File: config.mk
export PLATFORM = sky130hd
export DESIGN_NAME = ecc_err_inject
export DESIGN_NICKNAME = d
export VERILOG_FILES = /design/src/rtl/ecc_inj_pkg.sv /design/src/rtl/ecc_inj_regs.sv /design/src/rtl/ecc_inj_match.sv /design/src/rtl/ecc_inj_xor.sv /design/src/rtl/ecc_err_inject.sv
export SDC_FILE = /design/constraint.sdc
export NUM_CORES = 1
export LEC_CHECK = 0
export ABC_CLOCK_PERIOD_IN_PS = 3200
export BUFFER_PORTS_ARGS = -buffer_cell sky130_fd_sc_hd__clkbuf_2
export CORE_AREA = 2 2 140 142
export CTS_CLUSTER_SIZE = 25
export DETAILED_ROUTE_END_ITERATION = 10
export DIE_AREA = 0 0 142 144
export RECOVER_POWER = 50
export SLEW_MARGIN = 0
export SYNTH_ARGS = -nofsm -noshare
export SYNTH_HDL_FRONTEND = slang
export SYNTH_SLANG_ARGS = --single-unit
File: constraint.sdc
create_clock -name clk_i -period 3.2 [get_ports clk_i]
set_input_delay 0.64 -clock clk_i [delete_from_list [all_inputs] [get_ports clk_i]]
set_output_delay 0.64 -clock clk_i [all_outputs]
set_load 0.005 [all_outputs]
File: src/rtl/ecc_inj_pkg.sv
package ecc_inj_pkg;
  localparam int WORD_W       = 16;
  localparam int N_DATA       = 8;
  localparam int N_WORDS      = N_DATA + 1;
  localparam int CW_W         = WORD_W * N_WORDS;
  localparam int REG_W        = 32;
  localparam int SEL_W        = 4;
  localparam int SEL_LSB      = 28;
  localparam int QUAD_W       = 2;
  localparam int QUAD_REG_LSB = 1;
  localparam int MASK_LSB     = 20;
  localparam int EN_BIT       = 18;
  localparam int ARM_BIT      = 17;
  localparam int RDQ_BIT      = 16;
  localparam logic [SEL_W-1:0] SEL_ECC = 4'h8;

  typedef struct packed {
    logic [SEL_W-1:0]  sel;
    logic [QUAD_W-1:0] quad;
  } tgt_reg_t;

  typedef struct packed {
    logic [N_WORDS-1:0] mask;
    logic               err_en;
    logic               arm;
    logic               rd_req;
    logic [WORD_W-1:0]  vec;
  } ctl_reg_t;

  typedef enum logic {REG_TGT = 1'b0, REG_CTL = 1'b1} reg_sel_e;
endpackage

File: src/rtl/ecc_inj_regs.sv
module ecc_inj_regs
  import ecc_inj_pkg::*;
(
  input  logic             clk_i,
  input  logic             rst_ni,
  input  logic             reg_we_i,
  input  logic             reg_sel_i,
  input  logic [REG_W-1:0] reg_wdata_i,
  output logic [REG_W-1:0] reg_rdata_o,
  input  logic             hit_i,
  output tgt_reg_t         tgt_o,
  output ctl_reg_t         ctl_o
);
  tgt_reg_t tgt_q;
  ctl_reg_t ctl_q;

  logic [N_WORDS-1:0] w_mask;
  logic [WORD_W-1:0]  w_vec;
  logic               arm_ok;
  logic               tgt_we, ctl_we;
  logic               unused_wdata;

  assign unused_wdata = ^reg_wdata_i;
  assign w_mask = reg_wdata_i[MASK_LSB +: N_WORDS];
  assign w_vec  = reg_wdata_i[WORD_W-1:0];
  assign tgt_we = reg_we_i && (reg_sel_i == REG_TGT);
  assign ctl_we = reg_we_i && (reg_sel_i == REG_CTL);
  // zero mask or vector would inject nothing: refuse to arm
  assign arm_ok = reg_wdata_i[ARM_BIT] && (|w_mask) && (|w_vec) && (tgt_q.sel == SEL_ECC);

  always_ff @(posedge clk_i or negedge rst_ni) begin
    if (!rst_ni) begin
      tgt_q <= '0;
    end else if (tgt_we) begin
      tgt_q.sel  <= reg_wdata_i[SEL_LSB +: SEL_W];
      tgt_q.quad <= reg_wdata_i[QUAD_REG_LSB +: QUAD_W];
    end
  end

  always_ff @(posedge clk_i or negedge rst_ni) begin
    if (!rst_ni) begin
      ctl_q <= '0;
    end else if (ctl_we) begin
      ctl_q.mask   <= w_mask;
      ctl_q.err_en <= reg_wdata_i[EN_BIT];
      ctl_q.arm    <= arm_ok;
      ctl_q.rd_req <= reg_wdata_i[RDQ_BIT];
      ctl_q.vec    <= w_vec;
    end else if (hit_i) begin
      ctl_q.arm <= 1'b0;
    end
  end

  always_comb begin
    reg_rdata_o = '0;
    if (reg_sel_i == REG_TGT) begin
      reg_rdata_o[SEL_LSB +: SEL_W]       = tgt_q.sel;
      reg_rdata_o[QUAD_REG_LSB +: QUAD_W] = tgt_q.quad;
    end else begin
      reg_rdata_o[MASK_LSB +: N_WORDS] = ctl_q.mask;
      reg_rdata_o[EN_BIT]              = ctl_q.err_en;
      reg_rdata_o[ARM_BIT]             = ctl_q.arm;
      reg_rdata_o[RDQ_BIT]             = ctl_q.rd_req;
      reg_rdata_o[WORD_W-1:0]          = ctl_q.vec;
    end
  end

  assign tgt_o = tgt_q;
  assign ctl_o = ctl_q;

  assert_arm_clears_R6: assert property (@(posedge clk_i) disable iff (!rst_ni)
    (hit_i && !ctl_we) |=> !ctl_q.arm);

  assert_write_wins_R8: assert property (@(posedge clk_i) disable iff (!rst_ni)
    (hit_i && ctl_we) |=> (ctl_q.arm == $past(arm_ok)));

  assert_arm_source_R4: assert property (@(posedge clk_i) disable iff (!rst_ni)
    $rose(ctl_q.arm) |-> $past(ctl_we && reg_wdata_i[ARM_BIT]));

  assert_armed_nonzero_R4: assert property (@(posedge clk_i) disable iff (!rst_ni)
    ctl_q.arm |-> ((|ctl_q.mask) && (|ctl_q.vec)));
endmodule

File: src/rtl/ecc_inj_match.sv
module ecc_inj_match
  import ecc_inj_pkg::*;
#(
  parameter int ADDR_W   = 6,
  parameter int QUAD_LSB = 4
) (
  input  logic              arm_i,
  input  logic [SEL_W-1:0]  sel_i,
  input  logic [QUAD_W-1:0] quad_i,
  input  logic              wr_valid_i,
  input  logic [ADDR_W-1:0] wr_addr_i,
  output logic              hit_o
);
  logic unused_addr;
  assign unused_addr = ^wr_addr_i;
  assign hit_o = arm_i && (sel_i == SEL_ECC) && wr_valid_i &&
                 (wr_addr_i[QUAD_LSB +: QUAD_W] == quad_i);
endmodule

File: src/rtl/ecc_inj_xor.sv
module ecc_inj_xor
  import ecc_inj_pkg::*;
(
  input  logic               en_i,
  input  logic [N_WORDS-1:0] mask_i,
  input  logic [WORD_W-1:0]  vec_i,
  input  logic [CW_W-1:0]    cw_i,
  output logic [CW_W-1:0]    cw_o
);
  for (genvar k = 0; k < N_WORDS; k++) begin : g_word
    assign cw_o[k*WORD_W +: WORD_W] = cw_i[k*WORD_W +: WORD_W] ^
                                      ({WORD_W{en_i & mask_i[k]}} & vec_i);
  end
endmodule

File: src/rtl/ecc_err_inject.sv
module ecc_err_inject
  import ecc_inj_pkg::*;
#(
  parameter int ADDR_W   = 6,
  parameter int QUAD_LSB = 4
) (
  input  logic              clk_i,
  input  logic              rst_ni,
  input  logic              reg_we_i,
  input  logic              reg_sel_i,
  input  logic [REG_W-1:0]  reg_wdata_i,
  output logic [REG_W-1:0]  reg_rdata_o,
  input  logic              wr_valid_i,
  input  logic [ADDR_W-1:0] wr_addr_i,
  input  logic [CW_W-1:0]   wr_cw_i,
  output logic [CW_W-1:0]   wr_cw_o
);
  tgt_reg_t tgt;
  ctl_reg_t ctl;
  logic     hit;

  ecc_inj_regs u_regs (
    .clk_i, .rst_ni, .reg_we_i, .reg_sel_i, .reg_wdata_i, .reg_rdata_o,
    .hit_i (hit),
    .tgt_o (tgt),
    .ctl_o (ctl)
  );

  ecc_inj_match #(.ADDR_W(ADDR_W), .QUAD_LSB(QUAD_LSB)) u_match (
    .arm_i      (ctl.arm),
    .sel_i      (tgt.sel),
    .quad_i     (tgt.quad),
    .wr_valid_i (wr_valid_i),
    .wr_addr_i  (wr_addr_i),
    .hit_o      (hit)
  );

  ecc_inj_xor u_xor (
    .en_i   (hit),
    .mask_i (ctl.mask),
    .vec_i  (ctl.vec),
    .cw_i   (wr_cw_i),
    .cw_o   (wr_cw_o)
  );

  assert_pass_through_R7: assert property (@(posedge clk_i) disable iff (!rst_ni)
    !hit |-> (wr_cw_o == wr_cw_i));

  assert_flip_visible_R5: assert property (@(posedge clk_i) disable iff (!rst_ni)
    hit |-> (wr_cw_o != wr_cw_i));

  assert_hit_gated_R9: assert property (@(posedge clk_i) disable iff (!rst_ni)
    hit |-> (ctl.arm && tgt.sel == SEL_ECC && wr_valid_i));

  assert_one_shot_R6: assert property (@(posedge clk_i) disable iff (!rst_ni)
    (hit && !(reg_we_i && reg_sel_i == REG_CTL)) |=> !hit);
endmodule

==> flow_metrics.tcl <==
set metrics [dict create \
    syn_nets 653 \
    synth_edf_count 0 \
    design_area_um2 6030 \
    design.core.area_um2 19100 \
    ys_ff_latch 34 \
    cap_violations 1 \
    cpPeakStageDelay_ns 0.56 \
    ir_worst_vdd_v 0.000241 \
    grt_overflow_total 0 \
    synthFlopType "dfrtp_1" \
    clockBufferDepth 2 \
    worstPathArrival_ns 2.42 \
    die_w_um 142 \
    die_h_um 144 \
    cts-buffers-inserted 5 \
    layout.nets 967 \
    fmax_mhz 326 \
    synth_area_um2 3930 \
    yosysWarningCount 0 \
    path_delay_family "simple AND/OR/NAND/NOR gates" \
    setup_viol 0 \
    synth_cell_types 22 \
    synthCells 466 \
    path_max_fanout 18 \
    post_cts_buffers 0 \
    worstSetupStartpointType "register" \
    yosysTopAreaCell "xnor2_1" \
    wire_per_inst_um 18.0 \
    avgSynthCellArea_um2 8.43 \
    drc 0 \
    final.fill_count 2059 \
    cts_tree "built" \
    critPathCaptureType "output port" \
    yosysSeqAreaShare 0.217 \
    drive_above_1_share 0.532 \
    cts_sinks 34 \
    grt_usage 0.170 \
    grt_max_degree 56 \
    dieArea_um2 20400 \
    htreeDepth 2 \
    clockRootBuffer "clkbuf_16" \
    fin_skew_ns 0.00154 \
    final.min_clock_period_ns 3.06 \
    postRouteWirelength_um 18400 \
    status "complete, but fails checks" \
    drt_iter0_drc 229 \
    syn2layout_area_growth_pct 53.6 \
    antennaDiodeCount 0 \
    violations "max-capacitance violations, max-slew violations" \
    fp-row-count 51 \
    place_hpwl_um 14200 \
    fin_crit_sh 0.958 \
    slew_viol_final 35 \
    crit_required_ns 2.56 \
    worst-path-buf-inv 3 \
    netlist.area_leader.share 0.321 \
    p_per_area_nw_per_um2 311 \
    detail-route-antenna-nets 0 \
    synthTopCellsByArea "xnor2_1, dfrtp_1, nand3_1" \
    cp_slowest_cell "or4b_4" \
    setup_slack_ns 0.136 \
    io_buffers 356 \
    antenna_found_initial 0 \
    cp_cell_sequence "or4b_4 -> nor4_4 -> buf_6 -> buf_12 -> nand3_1 -> xnor2_1 -> clkbuf_2" \
    vias_per_cell 4.43 \
    ios 363 \
    place_area_um2 5830 \
    via_count 4513 \
    max_slew_margin -0.232 \
    rsz0062_at_grt "true" \
    grt_pass1_wl_um 25700 \
    async_flop_share 1.00 \
    grt_pass1_vias 4284 \
    worstMarginPinSlew_ns 1.85 \
    worstSetupPathType "reg2out" \
    holdCritPathClass "reg2reg" \
    drtPass1Iterations 4 \
    hold_violations 0 \
    clk_latency_ns 0.28 \
    clk_pin_slew_worst_paths_ns 0.05 \
    start_util 0.206 \
    gp_congestion 0.778 \
    place_ws_ns 0.260 \
    p_leak_nw 2.66 \
]
## cell families after synthesis
kind of cell    count (synthesis)  share of synthesized area
simple gates                  190                      0.280
xor+xnor                      146                      0.326
buf+inv                        58                     0.0723
mux                            36                      0.103
flops                          34                      0.217
compound gates                  1                    0.00127
other cells                     1                   0.000955
## where the power goes
part / internal, mW / leakage (nW) / switching, mW
clock: 0.384 / 0.0829 / 0.180
combinational: 0.308 / 2.17 / 0.207
sequential: 0.487 / 0.401 / 0.309
## registers in the layout, indices dropped and copies added, names as in the netlist
name,flops
u_regs.ctl_o,28
u_regs.tgt_o,6
## cells in the mapped netlist, types with 2 or more instances
| cell | instances |
|---|---|
| and2_1 | 25 |
| buf_1 | 8 |
| buf_2 | 11 |
| buf_4 | 2 |
| buf_6 | 6 |
| clkbuf_1 | 31 |
| dfrtp_1 | 34 |
| mux2_2 | 36 |
| nand2_1 | 3 |
| nand3_1 | 128 |
| nand3_2 | 19 |
| nor2_1 | 2 |
| nor2b_1 | 4 |
| nor4_1 | 5 |
| xnor2_1 | 144 |
| xor2_1 | 2 |
## metal layers
| metal | global-route usage | wire, µm | part of all wire |
|---|---|---|---|
| met1 | 0.212 | 7630 | 0.42 |
| met2 | 0.304 | 9040 | 0.49 |
| met3 | 0.0232 | 1290 | 0.070 |
| met4 | 0.0568 | 411 | 0.022 |
| met5 | 0 | 0 | 0 |
## worst paths after layout
kind | start | end | slack [ns] | cells past startpoint
max | u_regs.tgt_o[4] | wr_cw_o[36] | 0.14 | 7
min in group asynchronous | rst_ni | u_regs.tgt_o[5] | 0.86 | 1
min reg2reg | u_regs.ctl_o[16] | u_regs.ctl_o[16] | 0.50 | 1
max in group asynchronous | rst_ni | u_regs.ctl_o[26] | 1.28 | 1
max reg2reg | u_regs.tgt_o[4] | u_regs.ctl_o[17] | 1.44 | 4
min | u_regs.ctl_o[16] | u_regs.ctl_o[16] | 0.50 | 1
## final cells by class
type / count / area (µm²) / area share
clock buffer: 6 / 139 / 0.0230
clock inverter: 1 / 30.0 / 0.00498
multi-input combinational: 374 / 2820 / 0.468
sequential: 34 / 851 / 0.141
tap: 238 / 298 / 0.0494
timing repair buffer: 365 / 1890 / 0.314
## placed cells by master, fill, tap and decap left out, drive strengths merged
master | netlist | final
conb | 1 | 1
or4b | 1 | 1
nor3 | 1 | 1
nor4 | 6 | 6
nor2b | 4 | 4
and2 | 25 | 25
clkbuf | 31 | 364
mux2 | 36 | 36
nand3 | 147 | 147
nand2 | 3 | 3
o21ai | 1 | 1
xor2 | 2 | 2
buf | 27 | 7
nand4 | 1 | 1
nor2 | 2 | 2
bufinv | 0 | 1
xnor2 | 144 | 144
dfrtp | 34 | 34
## worst register-to-register path, stage by stage, from the launching register on
cell     delay [ns]
dfrtp_1        0.38
or4b_4         0.56
nor4_4         0.28
buf_12         0.28
o21ai_0        0.13
## what timing repair did
action                                  4_1_cts  5_1_grt
resized for setup                             1        4
pin swaps                                     1        0
endpoints found under the setup margin       13        6
cloned                                        0        1
hold buffers                                  0        0
## metrics by stage
stage,instances,util,hold WS (ns),power (mW),setup TNS [ns]
2_1_floorplan,466,-,0.344,0.902,0
3_3_place_gp,1010,0.306,0.487,1.33,0
3_5_place_dp,1010,0.306,0.489,1.33,0
4_1_cts,1017,0.315,0.501,1.90,0
5_1_grt,1018,0.316,0.524,1.98,-0.0252
6_report,1018,0.316,0.505,1.88,0
(Power assumes the default switching activity.)
